--- src/rtl/fz_bsearch_pkg.sv ---
package fz_bsearch_pkg;
  typedef enum logic [1:0] {
    ST_IDLE   = 2'd0,
    ST_LOAD   = 2'd1,
    ST_SEARCH = 2'd2,
    ST_DONE   = 2'd3
  } fz_state_e;
endpackage

--- src/rtl/fz_load.sv ---
// Operand capture and support classification.
module fz_load #(
  parameter int XW = 8,
  parameter int SW = 4
) (
  input  logic          clk_i,
  input  logic          rst_ni,
  input  logic          cap_en_i,
  input  logic          slope_neg_i,
  input  logic [SW-1:0] slope_i,
  input  logic [XW-1:0] start_pt_i,
  input  logic [XW-1:0] lbound_i,
  input  logic [XW-1:0] rbound_i,
  input  logic [XW-1:0] x_i,
  output logic          slope_neg_o,
  output logic [SW-1:0] slope_o,
  output logic [XW-1:0] start_pt_o,
  output logic [XW-1:0] x_o,
  output logic          outside_o,
  output logic          flat_o
);
  logic          neg_q;
  logic [SW-1:0] slope_q;
  logic [XW-1:0] p1_q, lb_q, rb_q, x_q;

  always_ff @(posedge clk_i or negedge rst_ni) begin
    if (!rst_ni) begin
      neg_q   <= 1'b0;
      slope_q <= '0;
      p1_q    <= '0;
      lb_q    <= '0;
      rb_q    <= '0;
      x_q     <= '0;
    end else if (cap_en_i) begin
      neg_q   <= slope_neg_i;
      slope_q <= slope_i;
      p1_q    <= start_pt_i;
      lb_q    <= lbound_i;
      rb_q    <= rbound_i;
      x_q     <= x_i;
    end
  end

  always_comb begin
    outside_o = (x_q < lb_q) || (x_q > rb_q) || (x_q < p1_q);
    flat_o    = (slope_q == '0);
  end

  assign slope_neg_o = neg_q;
  assign slope_o     = slope_q;
  assign start_pt_o  = p1_q;
  assign x_o         = x_q;
endmodule

--- src/rtl/fz_probe.sv ---
// Maps a candidate level to an input position and compares it with x.
module fz_probe #(
  parameter int XW = 8,
  parameter int SW = 4,
  parameter int LW = 4
) (
  input  logic [LW-1:0] lvl_i,
  input  logic [SW-1:0] slope_i,
  input  logic [XW-1:0] start_pt_i,
  input  logic [XW-1:0] x_i,
  output logic          below_o,
  output logic          equal_o
);
  localparam int PRW = LW + SW;
  localparam int PW  = ((XW > PRW) ? XW : PRW) + 1;

  logic [PRW-1:0] prod;
  logic [PW-1:0]  pos, xe;

  always_comb begin
    prod    = {{SW{1'b0}}, lvl_i} * {{LW{1'b0}}, slope_i};
    pos     = {{(PW-XW){1'b0}}, start_pt_i} + {{(PW-PRW){1'b0}}, prod};
    xe      = {{(PW-XW){1'b0}}, x_i};
    below_o = pos < xe;
    equal_o = pos == xe;
  end
endmodule

--- src/rtl/fz_bisect.sv ---
// Bisection over level indices: lower index plus a power-of-two half span.
module fz_bisect #(
  parameter int XW = 8,
  parameter int SW = 4,
  parameter int LW = 4
) (
  input  logic          clk_i,
  input  logic          rst_ni,
  input  logic          init_en_i,
  input  logic          step_en_i,
  input  logic [SW-1:0] slope_i,
  input  logic [XW-1:0] start_pt_i,
  input  logic [XW-1:0] x_i,
  output logic          finish_o,
  output logic [LW-1:0] found_o,
  output logic [LW-1:0] lo_o,
  output logic [LW-1:0] half_o
);
  localparam logic [LW-1:0] HALF0 = {1'b1, {(LW-1){1'b0}}};

  logic [LW-1:0] lo_q, half_q, mid;
  logic          below, equal;

  assign mid = lo_q + half_q;

  fz_probe #(.XW(XW), .SW(SW), .LW(LW)) u_probe (
    .lvl_i      (mid),
    .slope_i    (slope_i),
    .start_pt_i (start_pt_i),
    .x_i        (x_i),
    .below_o    (below),
    .equal_o    (equal)
  );

  always_ff @(posedge clk_i or negedge rst_ni) begin
    if (!rst_ni) begin
      lo_q   <= '0;
      half_q <= HALF0;
    end else if (init_en_i) begin
      lo_q   <= '0;
      half_q <= HALF0;
    end else if (step_en_i) begin
      if (below) lo_q <= mid;
      half_q <= half_q >> 1;
    end
  end

  always_comb begin
    finish_o = equal || (half_q == {{(LW-1){1'b0}}, 1'b1});
    found_o  = (equal || below) ? mid : lo_q;
  end

  assign lo_o   = lo_q;
  assign half_o = half_q;
endmodule

--- src/rtl/fz_ctrl.sv ---
// Control FSM: idle, load/classify, search, done.
module fz_ctrl
  import fz_bsearch_pkg::*;
(
  input  logic      clk_i,
  input  logic      rst_ni,
  input  logic      start_i,
  input  logic      early_i,
  input  logic      finish_i,
  output fz_state_e state_o,
  output logic      cap_en_o,
  output logic      step_en_o,
  output logic      early_fin_o,
  output logic      step_fin_o
);
  fz_state_e state_q, state_d;

  always_comb begin
    cap_en_o    = start_i && ((state_q == ST_IDLE) || (state_q == ST_DONE));
    early_fin_o = (state_q == ST_LOAD) && early_i;
    step_en_o   = (state_q == ST_SEARCH);
    step_fin_o  = step_en_o && finish_i;
    state_d     = state_q;
    unique case (state_q)
      ST_IDLE, ST_DONE: if (cap_en_o) state_d = ST_LOAD;
      ST_LOAD:          state_d = early_i ? ST_DONE : ST_SEARCH;
      ST_SEARCH:        if (finish_i) state_d = ST_DONE;
      default:          state_d = ST_IDLE;
    endcase
  end

  always_ff @(posedge clk_i or negedge rst_ni) begin
    if (!rst_ni) state_q <= ST_IDLE;
    else         state_q <= state_d;
  end

  assign state_o = state_q;
endmodule

--- src/rtl/fz_level.sv ---
// Result register: applies clipping and mirroring, holds the done flag.
module fz_level #(
  parameter int LW = 4
) (
  input  logic          clk_i,
  input  logic          rst_ni,
  input  logic          cap_en_i,
  input  logic          early_fin_i,
  input  logic          step_fin_i,
  input  logic          outside_i,
  input  logic          slope_neg_i,
  input  logic [LW-1:0] found_i,
  output logic [LW-1:0] alpha_o,
  output logic          done_o
);
  localparam logic [LW-1:0] FULL = '1;

  logic [LW-1:0] alpha_q, alpha_d;
  logic          done_q;

  always_comb begin
    if (early_fin_i) alpha_d = (outside_i || slope_neg_i) ? '0 : FULL;
    else             alpha_d = slope_neg_i ? (FULL - found_i) : found_i;
  end

  always_ff @(posedge clk_i or negedge rst_ni) begin
    if (!rst_ni) begin
      alpha_q <= '0;
      done_q  <= 1'b0;
    end else if (cap_en_i) begin
      done_q  <= 1'b0;
    end else if (early_fin_i || step_fin_i) begin
      alpha_q <= alpha_d;
      done_q  <= 1'b1;
    end
  end

  assign alpha_o = alpha_q;
  assign done_o  = done_q;
endmodule

--- src/rtl/fz_bsearch_seq.sv ---
module fz_bsearch_seq
  import fz_bsearch_pkg::*;
#(
  parameter int XW = 8,
  parameter int SW = 4,
  parameter int LW = 4
) (
  input  logic          clk_i,
  input  logic          rst_ni,
  input  logic          start_i,
  input  logic          slope_neg_i,
  input  logic [SW-1:0] slope_i,
  input  logic [XW-1:0] start_pt_i,
  input  logic [XW-1:0] lbound_i,
  input  logic [XW-1:0] rbound_i,
  input  logic [XW-1:0] x_i,
  output logic [LW-1:0] alpha_o,
  output logic          done_o
);
  fz_state_e     state_q;
  logic          cap_en, step_en, early_fin, step_fin, finish;
  logic          neg_q, outside, flat;
  logic [SW-1:0] slope_q;
  logic [XW-1:0] p1_q, x_q;
  logic [LW-1:0] found, lo_q, half_q;

  fz_load #(.XW(XW), .SW(SW)) u_load (
    .clk_i       (clk_i),
    .rst_ni      (rst_ni),
    .cap_en_i    (cap_en),
    .slope_neg_i (slope_neg_i),
    .slope_i     (slope_i),
    .start_pt_i  (start_pt_i),
    .lbound_i    (lbound_i),
    .rbound_i    (rbound_i),
    .x_i         (x_i),
    .slope_neg_o (neg_q),
    .slope_o     (slope_q),
    .start_pt_o  (p1_q),
    .x_o         (x_q),
    .outside_o   (outside),
    .flat_o      (flat)
  );

  fz_bisect #(.XW(XW), .SW(SW), .LW(LW)) u_bisect (
    .clk_i      (clk_i),
    .rst_ni     (rst_ni),
    .init_en_i  (cap_en),
    .step_en_i  (step_en),
    .slope_i    (slope_q),
    .start_pt_i (p1_q),
    .x_i        (x_q),
    .finish_o   (finish),
    .found_o    (found),
    .lo_o       (lo_q),
    .half_o     (half_q)
  );

  fz_ctrl u_ctrl (
    .clk_i       (clk_i),
    .rst_ni      (rst_ni),
    .start_i     (start_i),
    .early_i     (outside || flat),
    .finish_i    (finish),
    .state_o     (state_q),
    .cap_en_o    (cap_en),
    .step_en_o   (step_en),
    .early_fin_o (early_fin),
    .step_fin_o  (step_fin)
  );

  fz_level #(.LW(LW)) u_level (
    .clk_i       (clk_i),
    .rst_ni      (rst_ni),
    .cap_en_i    (cap_en),
    .early_fin_i (early_fin),
    .step_fin_i  (step_fin),
    .outside_i   (outside),
    .slope_neg_i (neg_q),
    .found_i     (found),
    .alpha_o     (alpha_o),
    .done_o      (done_o)
  );
endmodule

--- config.mk ---
export PLATFORM = sky130hd
export DESIGN_NAME = fz_bsearch_seq
export DESIGN_NICKNAME = d
export VERILOG_FILES = /design/src/rtl/fz_bsearch_pkg.sv /design/src/rtl/fz_load.sv /design/src/rtl/fz_probe.sv /design/src/rtl/fz_bisect.sv /design/src/rtl/fz_ctrl.sv /design/src/rtl/fz_level.sv /design/src/rtl/fz_bsearch_seq.sv
export SDC_FILE = /design/constraint.sdc
export NUM_CORES = 1
export LEC_CHECK = 0
export BUFFER_PORTS_ARGS = -buffer_cell sky130_fd_sc_hd__buf_2
export CORE_ASPECT_RATIO = 1.75
export CORE_MARGIN = 10
export CORE_UTILIZATION = 65
export CTS_BUF_LIST = sky130_fd_sc_hd__clkbuf_8
export DETAILED_ROUTE_END_ITERATION = 10
export PLACE_DENSITY = 0.88
export SKIP_LAST_GASP = 1
export SYNTH_ARGS = -nofsm -noshare
export SYNTH_HDL_FRONTEND = slang
export SYNTH_SLANG_ARGS = --single-unit
export TNS_END_PERCENT = 20
--- constraint.sdc ---
create_clock -name clk_i -period 9.5 [get_ports clk_i]
set_clock_uncertainty 0.05 [all_clocks]
set_input_delay 0.95 -clock clk_i [delete_from_list [all_inputs] [get_ports clk_i]]
set_output_delay 0.95 -clock clk_i [all_outputs]
set_load 0.02 [all_outputs]
# Word-level counts from Yosys, hierarchy flattened
# Cells that the tools add are included.
[op_classes] add_sub_neg=3 multipliers=1 magnitude_cmp=4 n_eq_ne=7 n_mux=15 n_bitwise=1 n_reduce_logical=20
[ops] operator="4-bit two-way mux" n=9
[ops] operator="8-bit < comparator" n=2
[ops] operator="8-bit by 8-bit adder with 9-bit output" n=1
[ops] operator="9-bit by 8-bit equality test with 1-bit output" n=1
[ops] operator="9-bit by 8-bit < comparator with 1-bit output" n=1
[ops] operator="8-bit greater-than comparator" n=1
[ops] operator="1-bit logical OR" n=8
[ops] operator="4-bit by 4-bit multiplier with 8-bit output" n=1
[ops] operator="2-bit case mux with 3 select lines" n=1
[ops] operator="2-bit AND reduction" n=3
[ops] operator="2-bit nonzero test" n=3
[ops] operator="4-bit adder" n=1
[ops] operator="2-bit equality test, second input constant" n=2
[ops] operator="4-bit by 1-bit equality test with 1-bit output, second input constant" n=1
[ops] operator="4-bit zero test" n=1
[ops] operator="2-bit two-way mux" n=2
[ops] operator="4-bit subtractor, first input constant" n=1
[ops] operator="1-bit logical AND" n=3
[ops] operator="1-bit two-way mux" n=3
[ops] operator="2-bit by 1-bit equality test with 1-bit output, second input constant" n=1
[ops] operator="2-bit zero test" n=1
[ops] operator="2-bit by 1-bit != test with 1-bit output, second input constant" n=1
[ops] operator="2-bit != test, second input constant" n=1
[ops] operator="2-bit OR reduction" n=1
[ops] operator="1-bit NOT" n=1
[totals] ff_bits=52

# Logic depth before layout (Yosys ltp)
# Gate-level depths: netlist (run 1).
[logic_depth] depth_word=9 depth_mapped=23 mapped_depth_nobuf=23

# Cells and area by module
# From an unflattened synthesis (run 1), not the netlist that was laid out.
[unflattened] hier_cells=396 hier_area_um2=3834.9
[by_module_without_submodules] module="fz_load" instances=1 cells_per_inst=177 area_per_inst_um2=1873.0
[by_module_without_submodules] module="fz_probe" instances=1 cells_per_inst=116 area_per_inst_um2=952.2
[by_module_without_submodules] module="fz_bisect" instances=1 cells_per_inst=56 area_per_inst_um2=550.5
[by_module_without_submodules] module="fz_level" instances=1 cells_per_inst=28 area_per_inst_um2=280.3
[by_module_without_submodules] module="fz_ctrl" instances=1 cells_per_inst=18 area_per_inst_um2=172.7
[by_module_without_submodules] module="fz_bsearch_seq" instances=1 cells_per_inst=1 area_per_inst_um2=6.3

# Worst setup path before layout (run 1)
# Ideal clock, no wire load.
[synth_timing] kind="reg-to-reg" startpoint="reg u_bisect.lo_q[0], in the netlist u_bisect.lo_o[0]" endpoint="reg u_level.alpha_q[3], in the netlist u_level.alpha_o[3]" setup_ns=0.126 arrival_time_ns=5.479 required_time_ns=9.324 setup_slack_ns=3.845 stages_incl_launch_ff=22 synth_period_minus_slack_ns=5.655 path_cell_list="dfrtp_1 > ha_1 > fa_1 > xor2_1 > nand2_1 > fa_1 > fa_1 > inv_1 > fa_1 > ha_1 > a21o_1 > a21oi_1 > o21bai_1 > a21oi_1 > xnor2_1 > ha_1 > a2111oi_0 > a32o_2 > o2111ai_2 > mux2i_1 > xnor2_1 > a221o_1"
[synth_via] elab_chain_cells=9 word_cells_on_any_way=14
[synth_lines] item="start, declared" line_no="fz_bisect.sv:21" source="logic [LW-1:0] lo_q, half_q, mid;"
[synth_lines] item="start signal, assigned" line_no="fz_bisect.sv:43" source="if (below) lo_q <= mid;"
[synth_lines] item="4-bit adder" line_no="fz_bisect.sv:24" source="assign mid = lo_q + half_q;"
[synth_lines] item="4-bit by 4-bit multiplier with 8-bit output" line_no="fz_probe.sv:21" source="prod = {{SW{1'b0}}, lvl_i} * {{LW{1'b0}}, slope_i};"
[synth_lines] item="8-bit by 8-bit adder with 9-bit output" line_no="fz_probe.sv:22" source="pos = {{(PW-XW){1'b0}}, start_pt_i} + {{(PW-PRW){1'b0}}, prod};"
[synth_lines] item="9-bit by 8-bit < comparator with 1-bit output or 9-bit by 8-bit equality test with 1-bit output (tied branches)" line_no="fz_probe.sv:24, fz_probe.sv:25"
[synth_lines] item="1-bit logical OR" line_no="fz_bisect.sv:50" source="found_o = (equal || below) ? mid : lo_q;"
[synth_lines] item="4-bit two-way mux" line_no="fz_bisect.sv:50"
[synth_lines] item="4-bit subtractor" line_no="fz_level.sv:23" source="else alpha_d = slope_neg_i ? (FULL - found_i) : found_i;"
[synth_lines] item="4-bit two-way mux" line_no="fz_level.sv:23"
[synth_lines] item="4-bit two-way mux" line_no="fz_level.sv:22" source="if (early_fin_i) alpha_d = (outside_i || slope_neg_i) ? '0 : FULL;"
[synth_lines] item="end signal, assigned" line_no="fz_level.sv:33" source="alpha_q <= alpha_d;"
[synth_lines] item="end, declared" line_no="fz_level.sv:18" source="logic [LW-1:0] alpha_q, alpha_d;"
# Several ways; a longest one is shown, not always the timed one.
# A chain may end at the register's enable or synchronous reset.

# Worst setup path in the final report (run 1)
# Ends and elaborated chain as after synthesis.

==> results of run 1 <==
==> synth_stat cells (3+ instances only) <==
library cell,n
nor2b_1,5
nand4_1,3
a21oi_1,13
ha_1,52
dfrtp_1,51
and2_1,14
nor2_1,11
a211oi_1,4
inv_1,57
mux2i_1,11
clkbuf_1,10
nand2_1,66
and3_1,3
fa_1,10
o21ai_0,40
xnor2_1,9
a21o_1,8
a221o_1,4
xor2_1,3
==> final cells by class <==
cell class | count | area (sq um) | area share [%]
multi-input combinational | 284 | 2147 | 52.16
sequential | 52 | 1303 | 31.64
timing repair buffer | 44 | 220.2 | 5.350
inverter | 57 | 214.0 | 5.198
tap | 76 | 95.09 | 2.310
clock buffer | 5 | 68.82 | 1.672
clock inverter | 3 | 68.82 | 1.672
==> cell usage in the layout (no fill, tap or decap), types with 2 or more instances in the layout <==
cell        n
o21ai_0    40
nand4_1     3
a211oi_1    4
bufinv_16   2
nor2b_1     5
a211o_1     2
and3_1      3
buf_2      44
a21o_1      8
and2_1     13
nor3_1      2
xnor2_1     9
ha_1       52
mux2i_1    11
inv_1      57
dfrtp_1    51
nand2_1    66
nor2_1     11
nand3_1     2
o21a_1      2
a21oi_1    13
a221o_1     4
clkbuf_8    5
xor2_1      3
fa_1       10
==> registers in the layout, indices dropped and copies added (netlist names) <==
name,count
u_load.x_o,8
u_load.rb_q,8
u_bisect.half_o,4
u_load.start_pt_o,8
u_load.lb_q,8
u_load.slope_o,4
u_level.done_o,1
u_load.slope_neg_o,1
u_ctrl.state_o,2
u_bisect.lo_o,4
u_level.alpha_o,4
==> worst max-delay path: stages (launching register included) <==
cell       delay, ns
dfrtp_1         0.40
ha_1            0.24
fa_1            0.39
xor2_1          0.40
nand2_1         0.14
fa_1            0.48
fa_1            0.55
inv_1           0.05
fa_1            0.39
ha_1            0.34
a21o_1          0.17
a21oi_1         0.24
nand2_1         0.10
xor2_1          0.16
ha_1            0.31
a2111oi_0       0.42
a32o_2          0.25
o2111ai_2       0.22
mux2i_1         0.19
xnor2_1         0.18
a221o_1         0.37
==> routing by layer <==
layer / vias to the layer above / part of all wire, %
met5: - / 0
met2: 86 / 52
met3: 35 / 4.4
met1: 1399 / 37
li1: 1434 / -
met4: 0 / 6.2
==> path summary, 6_finish.rpt <==
path | startpoint | end | slack (ns) | depth (start not counted)
min in group asynchronous | rst_ni | u_load.lb_q[5] | 0.79 | 1
setup / recovery | u_bisect.lo_o[0] | u_level.alpha_o[3] | 3.34 | 20
setup reg to reg | u_bisect.lo_o[0] | u_level.alpha_o[3] | 3.34 | 20
hold / removal | u_load.rb_q[0] | u_load.rb_q[0] | 0.46 | 2
hold reg to reg | u_load.rb_q[0] | u_load.rb_q[0] | 0.46 | 2
max in group asynchronous | rst_ni | u_load.slope_o[0] | 7.90 | 1
==> through the flow <==
| step | worst slack, ns | instances | utilization, % |
|---|---|---|---|
| 2_1_floorplan | 3.845 | 404 | - |
| 3_3_place_gp | 3.591 | 513 | 71.82 |
| 3_5_place_dp | 3.338 | 513 | 71.82 |
| 4_1_cts | 3.308 | 521 | 74.30 |
| 5_1_grt | 2.942 | 521 | 74.30 |
| 6_report | 3.344 | 521 | 74.30 |
==> cells by family after synthesis <==
group | synth area share [%]
muxes | 2.972
AOI/OAI and AO/OA | 14.96
and+or+nand+nor | 14.18
adders and majority gates | 22.97
xor gates and xnor gates | 2.837
DFF | 35.16
buffers and inverters | 6.923
==> summary.txt, run 1 <==
Run status
  – Result of the run: completed

Global routing
  – Total congestion overflow: 0
  – Busiest grt layer: met2
  – Met2 usage in global routing: 34.90%
  – Vias in the first global route: 3162
  – Largest net degree at the start of global routing: 75
  – Routing usage on met1: 19.10%
  – Global-route wire length before repair: around 14000 um
  – All-Layer GR Usage: a little under a fifth
  – Initial antenna violation count: 0
  – GRT met3 Usage: 3.513%

Drt
  – Count of nets left with antenna violations after detail routing: 0
  – Routed Wire Length: approximately 8500 um
  – Count of vias placed by the detailed router: approximately 3k
  – Final routed DRC violation total: 0
  – TritonRoute pass-1 iters: 4
  – 1st-iter DRT viols: between 150 and 200
  – Wirelength per Cell: around 16 um
  – Drt via density: 5.670

Clock tree
  – Inserted Clock Buffers: 5
  – Number of setup buffers added after CTS: 0
  – Clock transition at the registers of the reported paths: ~0.10 ns
  – Resize count post-CTS: 0
  – H-tree lvl count: 2
  – Number of sinks on the clock net: 52
  – CTS tree: yes
  – CTS Hold Buffers Added: 0
  – Maximum buffer depth of the clock tree: 2
  – Clock Latency Late Sink: 0.33 ns
  – Clock tree root buffer cell: clkbuf_8

Finish
  – Share of layout cells above drive strength 1: 13.93%
  – Area Overhead vs Synth: 11.11%
  – Count of inserted antenna diode cells: 0
  – # nets final: 546
  – Design Area, Final: 4116 sq um
  – Fillers: 427

Floorplanning
  – Die height: 119.9 um
  – Boundary Pins: 45
  – DIE WIDTH: about 77 um
  – Starting Density: 66.87%
  – Standard-cell rows: 36
  – Area of the die: 9238 sq um
  – Core footprint: 5540 sq um

STA
  – Portion of the clock cycle consumed by the worst path in the final layout: 64.80%
  – Count of endpoints failing setup in the final report: 0
  – WHS: 0.4555 ns
  – Count of final max-slew check failures: 0
  – Actual slew at the worst max-slew pin: 1.152 ns
  – Post-layout min period: 6.156 ns
  – RSZ-0062 raised after global routing: false
  – Accumulated negative setup slack: 0 ns
  – Slew Limit Headroom: 23.23%
  – Hold Vio Cnt, Final: 0
  – Achievable frequency: 162.5 MHz

Synthesis
  – Yosys top cell area share: 34.45%
  – Async set-reset flop share out of synthesis: between 90% and 100%
  – Number of synthesized flops with an enable pin: 0
  – Most frequently used flop master after synthesis: dfrtp_1
  – Top cell type by total area after synthesis: dfrtp_1
  – Count of yosys warnings during synthesis: 0
  – Combined area of all synthesized cells: 3705 sq um
  – Top area cells in the synthesized netlist: dfrtp_1 34%, ha_1 18%, nand2_1 6.7%
  – Average cell area after synthesis: 9.170 sq um
  – Cells after Synth: 404
  – Net count after synthesis: 506
  – Sequential-to-total area share from yosys stat: a little over a third
  – Flip-flop and latch count after synthesis: 52
  – Distinct cell type count after synthesis: 45

Run
  – Max-capacitance violation count: 0

Place
  – Estimated wirelength of the detail-placed design: 6651 um
  – Area of placed instances: between 3000 and 4000 sq um
  – Final estimated routing congestion in global placement: approximately 0.94
  – Buffers on Ports: 44

Worst setup path
  – Crit path DAT: 6.33 ns
  – CP Class: reg2reg
  – Worst endpoint required time: 9.67 ns
  – Critical Path Start Type: register
  – CP endpoint kind: register
  – Worst Path Max Fanout: 6

Min path
  – Type of the most critical hold path: reg2reg
Power of run 1 is not shown: default switching activity piles up to over one toggle a cycle in this logic, so the estimate is an artifact.
==> run 2, diff against run 1 <==
--- a/config.mk
+++ b/config.mk
@@ -5,13 +5,14 @@
 export SDC_FILE = /design/constraint.sdc
 export NUM_CORES = 1
 export LEC_CHECK = 0
+export ABC_AREA = 1
 export BUFFER_PORTS_ARGS = -buffer_cell sky130_fd_sc_hd__buf_2
 export CORE_ASPECT_RATIO = 1.75
 export CORE_MARGIN = 10
-export CORE_UTILIZATION = 65
+export CORE_UTILIZATION = 55
 export CTS_BUF_LIST = sky130_fd_sc_hd__clkbuf_8
 export DETAILED_ROUTE_END_ITERATION = 10
-export PLACE_DENSITY = 0.88
+export PLACE_DENSITY = 0.79
 export SKIP_LAST_GASP = 1
 export SYNTH_ARGS = -nofsm -noshare
 export SYNTH_HDL_FRONTEND = slang
==> constraint.sdc (replaced) <==
create_clock -name clk_i -period 5.2 [get_ports clk_i]
set_clock_uncertainty 0.05 [all_clocks]
set_input_delay 0.52 -clock clk_i [delete_from_list [all_inputs] [get_ports clk_i]]
set_output_delay 0.52 -clock clk_i [all_outputs]
set_load 0.02 [all_outputs]
==> run 2 against run 1 <==
Net effect: die area rose by 16%; maximum frequency rose by 20%; critical endpoint is now u_bisect.lo_o[0]; critical path depth rose by 5; critical path type unchanged; highest routed layer unchanged.
==> summary.txt, run 2 <==
Floorplanning
  – Standard-cell rows: 40
  – Boundary Pins: between 40 and 50
  – DIE WIDTH: 82.82 um
  – Die height: around 130 um
  – Area of the die: 10760 sq um
  – Starting Density: 55.81%
  – Core footprint: around 7000 sq um

Place
  – Estimated wirelength of the detail-placed design: approximately 7100 um
  – Buffers on Ports: 44
  – Final estimated routing congestion in global placement: 0.9015
  – Area of placed instances: 4199 sq um

STA
  – Portion of the clock cycle consumed by the worst path in the final layout: 98.86%
  – Post-layout min period: 5.141 ns
  – Hold Vio Cnt, Final: 0
  – Actual slew at the worst max-slew pin: 0.9905 ns
  – Achievable frequency: slightly below 200 MHz
  – Slew Limit Headroom: 33.36%
  – Count of endpoints failing setup in the final report: 0
  – Count of final max-slew check failures: 0
  – RSZ-0062 raised after global routing: true

Worst setup path
  – Worst Path Max Fanout: 7
  – CP Class: reg2reg
  – CP endpoint kind: register
  – R2r setup slk: 0.06 ns
  – Register-to-Register Path Depth: 25
  – Crit path DAT: between 5 and 6 ns
  – Crit-path slowest cell: fa_1
  – Total buffers and inverters traversed by the critical path: 4
  – Worst endpoint required time: about 5.4 ns
  – Highest cell delay on the worst timing path: 0.56 ns
  – Critical Path Start Type: register
  – Capturing point of the worst reg2reg path: u_bisect.lo_o[0]
  – Critical path's top delay family: adder cells
  – Worst R2R Start: u_bisect.half_o[0]

Synthesis
  – Combined area of all synthesized cells: 3799 sq um
  – Net count after synthesis: 578
  – Most repeated cell in the gate-level netlist after synthesis: nand2_1
  – Top area cells in the synthesized netlist: dfrtp_1 34%, ha_1 17%, nand2_1 12%
  – Top cell type by total area after synthesis: dfrtp_1
  – Most frequently used flop master after synthesis: dfrtp_1
  – Count of yosys warnings during synthesis: 0
  – Sequential-to-total area share from yosys stat: 34.29%
  – Yosys top cell area share: 33.60%
  – Flip-flop and latch count after synthesis: 52
  – Average cell area after synthesis: 7.980 sq um
  – Synth top cells by count: 122 x nand2_1, 85 x inv_1, 52 x ha_1, 51 x dfrtp_1, 47 x o21ai_0
  – Distinct cell type count after synthesis: 33
  – Number of synthesized flops with an enable pin: 0
  – Cells after Synth: 476
  – Async set-reset flop share out of synthesis: 100.0%

Run status
  – Result of the run: completed

Global routing
  – Total congestion overflow: 0
  – All-Layer GR Usage: 17.47%
  – Vias in the first global route: 3445
  – Largest net degree at the start of global routing: just over 70
  – Global-route wire length before repair: approximately 15000 um
  – Initial antenna violation count: 0

Clock tree
  – H-tree lvl count: 2
  – Clock Latency Late Sink: 0.32 ns
  – Maximum buffer depth of the clock tree: 2
  – Number of sinks on the clock net: 52
  – Clock tree root buffer cell: clkbuf_8
  – CTS tree: yes
  – Inserted Clock Buffers: 5
  – Clock transition at the registers of the reported paths: about 0.10 ns

Finish
  – Design Area, Final: approximately 4400 sq um
  – Area Overhead vs Synth: 16.93%
  – Utilization after layout: 65.26%
  – Most frequent standard cell in the layout excluding fill and tap cells: nand2_1
  – Count of inserted antenna diode cells: 0
  – # nets final: 640
  – Commonest cells after routing, fill and taps aside: 120 x nand2_1, 85 x inv_1, 51 x dfrtp_1
  – Share of layout cells above drive strength 1: 19.48%

Drt
  – TritonRoute pass-1 iters: 4
  – Drt via density: 5.382
  – Count of vias placed by the detailed router: 3353
  – Routed Wire Length: 9435 um
  – Final routed DRC violation total: 0
  – Count of nets left with antenna violations after detail routing: 0
  – 1st-iter DRT viols: 150
  – Wirelength per Cell: 15.14 um

Min path
  – Type of the most critical hold path: in2async

Run
  – Max-capacitance violation count: 0
-- run 2: cell types whose count changed in the layout (fill, tap and decap cells not counted), sizes merged, moves of 5 or more --
cell	before	now
nor2	11	16
nand2	66	130
o21ai	41	50
mux2i	11	0
a21oi	13	23
and2	14	0
buf	44	61
inv	58	87
a21o	8	1
nand3	2	33
nor2b	5	0
-- run 2: worst max-delay path by stage --
stage | startpoint | cells after the start | end | slack, ns
after floorplan | u_bisect.lo_o[0] | 29 | u_level.alpha_o[1] | 0.04
after global placement | u_bisect.lo_o[0] | 27 | u_level.alpha_o[2] | -0.03
after detailed placement | u_bisect.lo_o[0] | 27 | u_level.alpha_o[2] | -0.14
after CTS | u_bisect.lo_o[0] | 26 | u_bisect.lo_o[0] | -0.01
after global routing | u_bisect.lo_o[0] | 28 | u_level.alpha_o[2] | -0.23
final | u_bisect.half_o[0] | 25 | u_bisect.lo_o[0] | 0.06
-- run 2: cell families (layout without fill, tap and decap cells) --
kind of cell             count (synthesis)  count (layout)  share of synthesized area (%)
XOR/XNOR                                 8               8                          1.845
buffers and inverters                   96             157                          9.519
adder cells (fa/ha/maj)                 62              62                          22.40
AND/OR/NAND/NOR                        180             182                          20.82
AO/OA/AOI/OAI                           78              78                          11.13
flip-flops                              52              52                          34.29
-- run 2: layout make-up --
type	count	area (sq um)
Fill cell	594	2365
Multi-Input combinational cell	330	2240
Sequential cell	52	1303
Timing Repair Buffer	61	347.8
Inverter	88	331.6
Tap cell	84	105.1
Clock buffer	5	68.82
Clock inverter	3	46.29
-- run 2: worst reg2reg max path: stages (launching register included) --
cell and delay (ns):
dfrtp_1 0.44, ha_4 0.19, fa_2 0.37, xnor2_2 0.19
inv_1 0.09, nand2_1 0.08, fa_1 0.44, fa_1 0.51
inv_1 0.06, fa_1 0.56, ha_4 0.23, a21oi_2 0.14
nand2_2 0.09, a31oi_2 0.15, xnor2_1 0.14, ha_1 0.28
nand2_2 0.12, inv_1 0.05, nand2_1 0.06, nand2_1 0.06
nand2_2 0.10, nand3_4 0.11, buf_4 0.16, nor2_4 0.14
o21ai_0 0.11, a21oi_1 0.16
-- run 2: routing by layer --
metal  track usage [%]  up-vias  part of all wire (%)
li1                  -     1638                     -
met1             16.05     1579                    36
met2             32.71       91                    52
met3             3.369       45                   3.9
met4             14.08        0                   7.8
met5                 0        -                     0
-- run 2: repair_timing --
action	CTS	global route
hold buffers	0	0
cloned	1	1
hold endpoints to repair	0	0
setup buffers	2	1
resized for setup	6	12
pin swaps	4	13
setup endpoints to repair	11	11
-- run 2: metrics by stage --
stage / hold WS, ns / worst slack [ns] / TNS [ns] / std cells
after floorplan: 0.1744 / 0.03989 / 0 / 476
after global placement: 0.4108 / -0.03227 / -0.08624 / 610
after detailed placement: 0.4197 / -0.1427 / -0.8226 / 610
after CTS: 0.2711 / -0.01365 / -0.02334 / 621
after global routing: 0.3003 / -0.2301 / -1.387 / 623
final: 0.2442 / 0.05921 / 0 / 623
Power of run 2 is left out for the same reason.
